[src/rtl/pps_fetch_pkg.sv]
package pps_fetch_pkg;

   localparam int unsigned NUM_BUFS = 2;

   typedef enum logic {
      FMT_HALF = 1'b0,
      FMT_WORD = 1'b1
   } fetch_fmt_e;

   // bytes consumed by one read in the given format
   function automatic int unsigned fetch_bytes(fetch_fmt_e fmt, int unsigned smp_w);
      return (fmt == FMT_WORD) ? (2 * smp_w) / 8 : smp_w / 8;
   endfunction

endpackage

[src/rtl/pps_bank.sv]
module pps_bank
   import pps_fetch_pkg::*;
#(
   parameter int unsigned ADDR_W = 32,
   parameter int unsigned NBUF   = NUM_BUFS
) (
   input  logic                        clk,
   input  logic                        rst_n,
   input  logic                        wr_i,
   input  logic [$clog2(NBUF)-1:0]     wr_sel_i,
   input  logic [ADDR_W-1:0]           wr_base_i,
   input  logic                        spend_i,
   input  logic [$clog2(NBUF)-1:0]     spend_idx_i,
   output logic [NBUF-1:0][ADDR_W-1:0] base_o,
   output logic [NBUF-1:0]             full_o,
   output logic [NBUF-1:0]             irq_o
);

   localparam int unsigned IDX_W = $clog2(NBUF);

   for (genvar g = 0; g < NBUF; g++) begin : g_buf
      logic hit_wr;
      logic hit_spend;
      logic accept;

      assign hit_wr    = wr_i && (wr_sel_i == IDX_W'(g));
      assign hit_spend = spend_i && (spend_idx_i == IDX_W'(g));
      assign accept    = hit_wr && !full_o[g];

      always_ff @(posedge clk) begin
         if (!rst_n) begin
            base_o[g] <= '0;
            full_o[g] <= 1'b0;
            irq_o[g]  <= 1'b0;
         end else begin
            if (accept) begin
               base_o[g] <= wr_base_i;
            end
            if (hit_spend) begin
               full_o[g] <= 1'b0;
               irq_o[g]  <= 1'b1;
            end else if (accept) begin
               full_o[g] <= 1'b1;
               irq_o[g]  <= 1'b0;
            end
         end
      end


      full_drop_chk: assert property (@(posedge clk) disable iff (!rst_n)
         $fell(full_o[g]) |-> $past(spend_i && spend_idx_i == IDX_W'(g)));


      full_set_chk: assert property (@(posedge clk) disable iff (!rst_n)
         $rose(full_o[g]) |-> $past(wr_i && wr_sel_i == IDX_W'(g)));
   end

endmodule

[src/rtl/pps_walker.sv]
module pps_walker
   import pps_fetch_pkg::*;
#(
   parameter int unsigned ADDR_W = 32,
   parameter int unsigned LEN_W  = 8,
   parameter int unsigned SMP_W  = 16
) (
   input  logic                            clk,
   input  logic                            rst_n,
   input  logic                            adv_i,
   input  fetch_fmt_e                      fmt_i,
   input  logic [LEN_W-1:0]                len_i,
   input  logic [NUM_BUFS-1:0][ADDR_W-1:0] base_i,
   output logic                            act_o,
   output logic [ADDR_W-1:0]               addr_o,
   output logic                            spend_o
);

   localparam int unsigned CNT_W = LEN_W + 1;

   logic [CNT_W-1:0]  cnt_q;
   logic [CNT_W-1:0]  reads;
   logic [ADDR_W-1:0] off_q;
   logic [ADDR_W-1:0] step;
   logic              last;

   always_comb begin
      reads   = (fmt_i == FMT_WORD) ? {1'b0, len_i} : {len_i, 1'b0};
      step    = ADDR_W'(fetch_bytes(fmt_i, SMP_W));
      last    = (cnt_q == reads - CNT_W'(1));
      addr_o  = base_i[act_o] + off_q;
      spend_o = adv_i && last;
   end

   always_ff @(posedge clk) begin
      if (!rst_n) begin
         cnt_q <= '0;
         off_q <= '0;
         act_o <= 1'b0;
      end else if (adv_i) begin
         if (last) begin
            cnt_q <= '0;
            off_q <= '0;
            act_o <= ~act_o;
         end else begin
            cnt_q <= cnt_q + CNT_W'(1);
            off_q <= off_q + step;
         end
      end
   end


   buf_switch_chk: assert property (@(posedge clk) disable iff (!rst_n)
      (adv_i && last) |=> (act_o != $past(act_o)) && (off_q == '0));


   walk_hold_chk: assert property (@(posedge clk) disable iff (!rst_n)
      !adv_i |=> $stable(off_q) && $stable(act_o));

endmodule

[src/rtl/pps_packer.sv]
module pps_packer
   import pps_fetch_pkg::*;
#(
   parameter int unsigned SMP_W    = 16,
   parameter bit          LEFT_LOW = 1'b1
) (
   input  logic               clk,
   input  logic               rst_n,
   input  logic               take_i,
   input  fetch_fmt_e         fmt_i,
   input  logic [2*SMP_W-1:0] rdata_i,
   input  logic               ready_i,
   output logic               valid_o,
   output logic [SMP_W-1:0]   left_o,
   output logic [SMP_W-1:0]   right_o
);

   logic [SMP_W-1:0] lane_lo;
   logic [SMP_W-1:0] lane_hi;
   logic [SMP_W-1:0] word_left;
   logic [SMP_W-1:0] word_right;
   logic [SMP_W-1:0] hold_q;
   logic             half_q;

   assign lane_lo = rdata_i[SMP_W-1:0];
   assign lane_hi = rdata_i[2*SMP_W-1:SMP_W];

   if (LEFT_LOW) begin : g_left_low
      assign word_left  = lane_lo;
      assign word_right = lane_hi;
   end else begin : g_left_high
      assign word_left  = lane_hi;
      assign word_right = lane_lo;
   end

   always_ff @(posedge clk) begin
      if (!rst_n) begin
         valid_o <= 1'b0;
         left_o  <= '0;
         right_o <= '0;
         hold_q  <= '0;
         half_q  <= 1'b0;
      end else begin
         if (valid_o && ready_i) begin
            valid_o <= 1'b0;
         end
         if (take_i) begin
            if (fmt_i == FMT_WORD) begin
               left_o  <= word_left;
               right_o <= word_right;
               valid_o <= 1'b1;
            end else if (!half_q) begin
               hold_q <= lane_lo;
               half_q <= 1'b1;
            end else begin
               left_o  <= hold_q;
               right_o <= lane_lo;
               valid_o <= 1'b1;
               half_q  <= 1'b0;
            end
         end
      end
   end


   pair_hold_chk: assert property (@(posedge clk) disable iff (!rst_n)
      (valid_o && !ready_i) |=> valid_o && $stable(left_o) && $stable(right_o));


   no_take_busy_chk: assert property (@(posedge clk) disable iff (!rst_n)
      take_i |-> !valid_o);

endmodule

[src/rtl/pingpong_sample_fetch.sv]
module pingpong_sample_fetch
   import pps_fetch_pkg::*;
#(
   parameter int unsigned ADDR_W   = 32,
   parameter int unsigned LEN_W    = 8,
   parameter int unsigned SMP_W    = 16,
   parameter bit          LEFT_LOW = 1'b1
) (
   input  logic               clk,
   input  logic               rst_n,
   input  logic               run_en,
   input  logic               word_mode,
   input  logic [LEN_W-1:0]   buf_len,
   input  logic               cfg_wr,
   input  logic               cfg_sel,
   input  logic [ADDR_W-1:0]  cfg_base,
   output logic               mem_req,
   output logic [ADDR_W-1:0]  mem_addr,
   input  logic               mem_gnt,
   input  logic [2*SMP_W-1:0] mem_rdata,
   output logic               smp_valid,
   input  logic               smp_ready,
   output logic [SMP_W-1:0]   smp_left,
   output logic [SMP_W-1:0]   smp_right,
   output logic [1:0]         buf_full,
   output logic [1:0]         refill_irq,
   output logic               active_buf,
   output logic               underrun
);

   initial begin
      if (SMP_W < 8 || (SMP_W % 8) != 0) $fatal(1, "SMP_W must be a whole number of bytes");
      if (LEN_W < 1) $fatal(1, "LEN_W must be at least 1");
      if (ADDR_W < 8) $fatal(1, "ADDR_W too narrow");
   end

   fetch_fmt_e                      fmt;
   logic [NUM_BUFS-1:0][ADDR_W-1:0] bases;
   logic                            take;
   logic                            spend;
   logic                            act_loaded;

   assign fmt        = fetch_fmt_e'(word_mode);
   assign act_loaded = buf_full[active_buf];
   assign mem_req    = run_en && act_loaded && !smp_valid;
   assign underrun   = run_en && !act_loaded;
   assign take       = mem_req && mem_gnt;

   pps_bank #(
      .ADDR_W (ADDR_W),
      .NBUF   (NUM_BUFS)
   ) u_bank (
      .clk         (clk),
      .rst_n       (rst_n),
      .wr_i        (cfg_wr),
      .wr_sel_i    (cfg_sel),
      .wr_base_i   (cfg_base),
      .spend_i     (spend),
      .spend_idx_i (active_buf),
      .base_o      (bases),
      .full_o      (buf_full),
      .irq_o       (refill_irq)
   );

   pps_walker #(
      .ADDR_W (ADDR_W),
      .LEN_W  (LEN_W),
      .SMP_W  (SMP_W)
   ) u_walker (
      .clk     (clk),
      .rst_n   (rst_n),
      .adv_i   (take),
      .fmt_i   (fmt),
      .len_i   (buf_len),
      .base_i  (bases),
      .act_o   (active_buf),
      .addr_o  (mem_addr),
      .spend_o (spend)
   );

   pps_packer #(
      .SMP_W    (SMP_W),
      .LEFT_LOW (LEFT_LOW)
   ) u_packer (
      .clk     (clk),
      .rst_n   (rst_n),
      .take_i  (take),
      .fmt_i   (fmt),
      .rdata_i (mem_rdata),
      .ready_i (smp_ready),
      .valid_o (smp_valid),
      .left_o  (smp_left),
      .right_o (smp_right)
   );


   addr_hold_chk: assert property (@(posedge clk) disable iff (!rst_n)
      (mem_req && !mem_gnt && run_en) |=> (!run_en || (mem_req && $stable(mem_addr))));

   for (genvar g = 0; g < 2; g++) begin : g_irq_chk

      irq_switch_chk: assert property (@(posedge clk) disable iff (!rst_n)
         $rose(refill_irq[g]) |-> ($past(active_buf) == 1'(g)) && (active_buf != 1'(g)));
   end

endmodule

[config.mk]
export PLATFORM = sky130hd
export DESIGN_NAME = pingpong_sample_fetch
export DESIGN_NICKNAME = d
export VERILOG_FILES = /design/src/rtl/pps_fetch_pkg.sv /design/src/rtl/pps_bank.sv /design/src/rtl/pps_walker.sv /design/src/rtl/pps_packer.sv /design/src/rtl/pingpong_sample_fetch.sv
export SDC_FILE = /design/constraint.sdc
export NUM_CORES = 1
export LEC_CHECK = 0
export BUFFER_PORTS_ARGS = -buffer_cell sky130_fd_sc_hd__buf_2
export CAP_MARGIN = 0
export CORE_MARGIN = 4
export CORE_UTILIZATION = 35
export CTS_BUF_LIST = sky130_fd_sc_hd__clkbuf_4
export CTS_CLUSTER_DIAMETER = 80
export CTS_CLUSTER_SIZE = 12
export DETAILED_ROUTE_END_ITERATION = 7
export PLACE_DENSITY = 0.59
export SKIP_LAST_GASP = 1
export SYNTH_ARGS = -nofsm -noshare
export SYNTH_HDL_FRONTEND = slang
export SYNTH_HIERARCHICAL = 1
export SYNTH_SLANG_ARGS = --single-unit
[constraint.sdc]
create_clock -name clk -period 9.68 [get_ports clk]
set_clock_uncertainty 0.1 [all_clocks]
set_input_delay 0.484 -clock clk [delete_from_list [all_inputs] [get_ports clk]]
set_output_delay 0.484 -clock clk [all_outputs]
set_load 0.1 [all_outputs]
**Word level (Yosys, flattened, before mapping)**

Cells that the tools add are included.

- Output and inout port bits: 72
- Bits of input ports: 80
- Flip-flop bits (word level): 160

- Bitwise operators: 5
- Reductions and logical operators: 25
- Multiplexer cells: 21
- Order comparisons: 1
- Equal/unequal tests: 1
- Add/sub/neg operators: 4

Operators by type and width:

| operator | number |
|---|---|
| $mux W32 | 3 |
| $add A32 B32 Y32 | 2 |
| $mux W16 | 4 |
| $mux W9 | 2 |
| $logic_and A1 B1 Y1 | 12 |
| $mux W1 | 11 |
| $add A9 B1 Y9 const B | 1 |
| $eq A9 B9 Y1 | 1 |
| $sub A9 B1 Y9 const B | 1 |
| $reduce_and A2 Y1 | 3 |
| $reduce_bool A2 Y1 | 3 |
| $not A1 Y1 | 5 |
| $logic_not A1 Y1 | 4 |
| $reduce_or A2 Y1 | 2 |
| $mux W3 | 1 |
| $reduce_and A3 Y1 | 1 |
| $lt A1 B2 Y1 const B | 1 |

**Longest topological paths before layout**

- Depth after elaboration: 8
- Depth in mapped cells: 13
- Depth with buffers taken out: 11

**Cells and area by module**

Netlist, hierarchy kept.

By module, submodules not included:

| module | sequential area each (um^2) | times used | area each (um^2) | cells an instance |
|---|---|---|---|---|
| pps_walker | 820.8 | 1 | 4,229.1 | 518 |
| pps_bank | 1,361.3 | 1 | 2,621.3 | 259 |
| pps_packer | 1,001.0 | 1 | 2,178.3 | 189 |
| pingpong_sample_fetch | 0.0 | 1 | 32.5 | 5 |

**Worst setup path after synthesis**

No wires, ideal clock.

- Path kind: reg-to-output
- From: reg u_walker.act_o
- To: out mem_addr[26]
- Cell stages (with the launch flop): 13
- Data arrival time: 6.104 ns
- Data required time: 9.096 ns
- Buffers on the path: 2
- Path slack: 2.992 ns
- Cells stage by stage: dfxtp_1 clkbuf_1 clkbuf_1 mux2_2 ha_1 and3_1 a221oi_2 o311ai_4 or3b_1 a31o_2 o21bai_2 a211oi_1 a211oi_1

- Longest elaborated chain between the ends: 3

RTL lines:

| what | line | source |
|---|---|---|
| from (decl) | pps_walker.sv:14 | `output logic act_o,` |
| from (signal assigned) | pps_walker.sv:44 | `act_o <= ~act_o;` |
| $mux W32 (not written as such) (2 in series) | pps_walker.sv:31 | `addr_o = base_i[act_o] + off_q;` |
| $add A32 B32 Y32 | pps_walker.sv:31 |  |
| to (decl) | pingpong_sample_fetch.sv:18 | `output logic [ADDR_W-1:0] mem_addr,` |

No other way between the ends. The select of a mux whose other input is x is not followed.

**Worst setup path after layout**

- From: reg u_walker.act_o
- To: out mem_addr[29]

Same word-level chain as after synthesis.

==> results.md <==
- Status: completed
- Crit path cell chain: buf_4, mux2_2, ha_1, and3_1, a221o_1, a211o_1, a21oi_1, or3_1, a2111oi_0, nand3_1, o21ai_0, buf_2
- Complex-gate fraction of the synthesized area: 15.3%
- Sink Count: 159
- Synth Area in XOR/XNOR: under 10%
- CORE AREA: 25300 um2
- Max capacitance violation total: 0
- Die Area: 28500 um2
- Worst-Skew Late Latency: 0.58 ns
- Layout cells sized above 1: 23.6%
- Drt pass-1 iters: 4
- Top cells by area, synth: dfxtp_1 35%, mux2i_1 11%, nand2_1 6.4%
- Filler cell count: between 2000 and 3000
- Tcrit/Tclk final: 53.7%
- Number of CTS-inserted buffers: 17
- GRT overflow: 0
- Hold WS: between 0.07 and 0.08 ns
- Simple-Gate Fraction of Synth Area: 16.9%
- First-pass GRT wire length: 35.4 mm
- Post-route ant nets: 0
- Worst R2R Start: u_walker/act_o
- CP required: 9.10 ns
- Clk slew on worst S/H paths: about 0.16 ns
- Slew headroom: roughly 24%
- Final Wtd Congestion: 0.856
- Most instantiated cells after synthesis: 159 x dfxtp_1, 154 x nand2_1, 104 x mux2i_1
- Crit path largest cell delay: 0.67 ns
- Setup Crit Path Kind: reg -> out
- Synth area leader: dfxtp_1
- Routed wire length: 21.6 mm
- Clk root buf: clkbuf_4
- Post-synth cell types: 82
- Worst Reg2Reg Path Length in Cells: 12
- YS warnings: 6
- Port bufs: around 150
- Site Rows: 58
- Nets: 1224
- Setup crit start kind: flop
- Fin. Hold Viols: 0
- Worst Max-Slew Pin Slew: ~1.1 ns
- P per Cell Area: 127 nW/um2
- Final WS setup: roughly 4.5 ns
- Final setup vio count: 0
- Reg area: ~3200 um2
- Area Overhead vs Synth: 14.1%
- Io pins: 152
- #FFs+latches synth: approximately 160
- Number of global-route vias before repair: 7076
- Most used DFF post-synth: dfxtp_1
- Per-cell routed wire length: 14.9 um
- Largest net degree at the start of global routing: 79
- Via/cell ratio: approximately 5
- Max frequency: 192 MHz
- Drt drc: 0
- Share of the synthesized area in the top cell type: between 30% and 40%
- Adder-cell share of the synthesized area: 5.05%
- Initial core utilization: 35.8%
- Lkg Pwr: 4.65 nW
- Post-CTS Setup Bufs: 0
- CTS Buffer Depth: 2
- Register-to-register setup slack: 6.09 ns
- Sequential share of the synthesized area: 35.1%
- H-tree depth: 4
- Die height: between 150 and 200 um
- RSZ-0062 raised after global routing: false
- Initial antenna violation count: 1
- RR Endpoint: u_walker/off_q[28]
- Count of flip-flops with a built-in enable after synthesis: 0
- CP max FO: 40
- Peak supply drop: roughly 0.068 mV
- Critical Path Slowest Stage Cell: a2111oi_0
- Synthesized Nets: 1087
- Dpl ws: 5.08 ns
- Synthesized area per cell: a little over 9 um2
- WHS Endpoint: u_packer/hold_q[3]
- Crit end category: primary output
- Post-synthesis mux area share: around 15%
- Total GRT Usage: 15.0%
- Hold path startpoint: mem_rdata[3]
- Vias: slightly above 7000
- Ys async rst share: 0%
- Hold Path Class: in -> reg
- Final min period: 5.20 ns
- Final core utilization: 40.8%
- Critical Path AT: about 4.6 ns
- Post-route cell area: 10300 um2
- Final Max Tran Viols: 0
- DP Area: 9870 um2
- HPWL after DPL: around 15 mm
- First DRT Iteration DRCs: 398
- Area of the multi-input gates: 5420 um2
- TritonCTS clock tree: done
- Final TNS setup: 0 ns
- Worst hold stages: 3
- Syn Inst Count: 971
- Most frequent cell after synthesis: dfxtp_1
- Post-synthesis cell area: 9060 um2
- Die Width: 169 um
- Largest family of logic cells by synthesized area: simple AND/OR/NAND/NOR gates
## routing by layer
layer | vias to the layer above | GRT usage [%] | wire [um]
met2 | 164 | 23.8 | 9550
li1 | 3729 | - | -
met1 | 3364 | 20.7 | 10900
met4 | 0 | 3.81 | 189
met3 | 15 | 3.22 | 1030
met5 | - | 0 | 0
## report_power, final
part | leakage (nW) | internal (W) | switching, W
sequential | 1.29 | 0.000672 | 0.00000915
clock | 0.156 | 0.000121 | 0.000290
combinational | 3.20 | 0.0000693 | 0.000152
total | 4.65 | 0.000862 | 0.000451
## registers in the layout (all words and copies together) (netlist names)
name and cells:
u_bank/base_o 64, u_packer/right_o 16, u_packer/left_o 16, u_walker/off_q 31, u_bank/full_o 2, u_bank/irq_o 2, u_walker/cnt_q 9, u_packer/valid_o 1
u_packer/half_q 1, u_packer/hold_q 16, u_walker/act_o 1
## per-stage QoR
step	power [W]	instances
2_1_floorplan	0.000868	971
3_3_place_gp	0.000909	1402
3_5_place_dp	0.000911	1402
4_1_cts	0.00133	1446
5_1_grt	0.00138	1452
6_report	0.00131	1453
## how the worst max path moves through the flow
stage,from,to,cells after the start
after floorplan,u_walker/act_o,mem_addr[26],12
after global placement,u_walker/act_o,mem_addr[29],12
after detailed placement,u_walker/act_o,mem_addr[29],12
after CTS,u_walker/act_o,mem_addr[29],12
after global routing,u_walker/act_o,mem_addr[29],12
final,u_walker/act_o,mem_addr[29],12
## worst max-delay path: cells and delay by family (launching register included)
kind | cells | cell delay (ns)
simple gates | 3 | 0.80
fa+ha+maj | 1 | 0.35
mux | 1 | 0.40
buf+inv | 2 | 0.92
flops | 1 | 0.34
compound gates | 5 | 1.22
## cell type report
cell class | instances | share of cell area (%)
sequential | 159 | 30.8
multi-input combinational | 742 | 52.4
timing repair buffer | 175 | 9.49
clock buffer | 17 | 1.23
tap | 330 | 3.99
inverter | 13 | 0.472
clock inverter | 15 | 1.60
antenna | 2 | 0.0484
## cell families after synthesis
family / count (synthesis)
simple gates: 324
compound gates: 175
flops: 159
mux: 136
xor+xnor: 71
buf+inv: 70
fa+ha+maj: 36
## placed cells by master, fill, tap and decap left out, types with 6 or more instances in the layout
cell type	count
dfxtp_1	158
clkbuf_4	17
nand2b_1	6
dlygate4sd3_1	17
o2bb2ai_2	20
o21ai_0	25
ha_1	35
a21boi_0	8
o2bb2ai_1	12
buf_4	8
o21ai_1	10
nand2_1	154
mux2_2	32
nand3_1	40
mux2i_1	104
nor2_1	59
buf_2	150
a21oi_1	35
nand4_1	11
xnor2_1	35
xor2_1	36
a21o_1	14
nor2b_1	9
and3_1	12
inv_1	13
## repair_timing
action	in CTS	in global routing
endpoints found under the hold margin	13	6
gates resized for setup	0	0
endpoints found under the setup margin	0	0
hold buffers	12	5
Power figures use the tool's default switching activity.
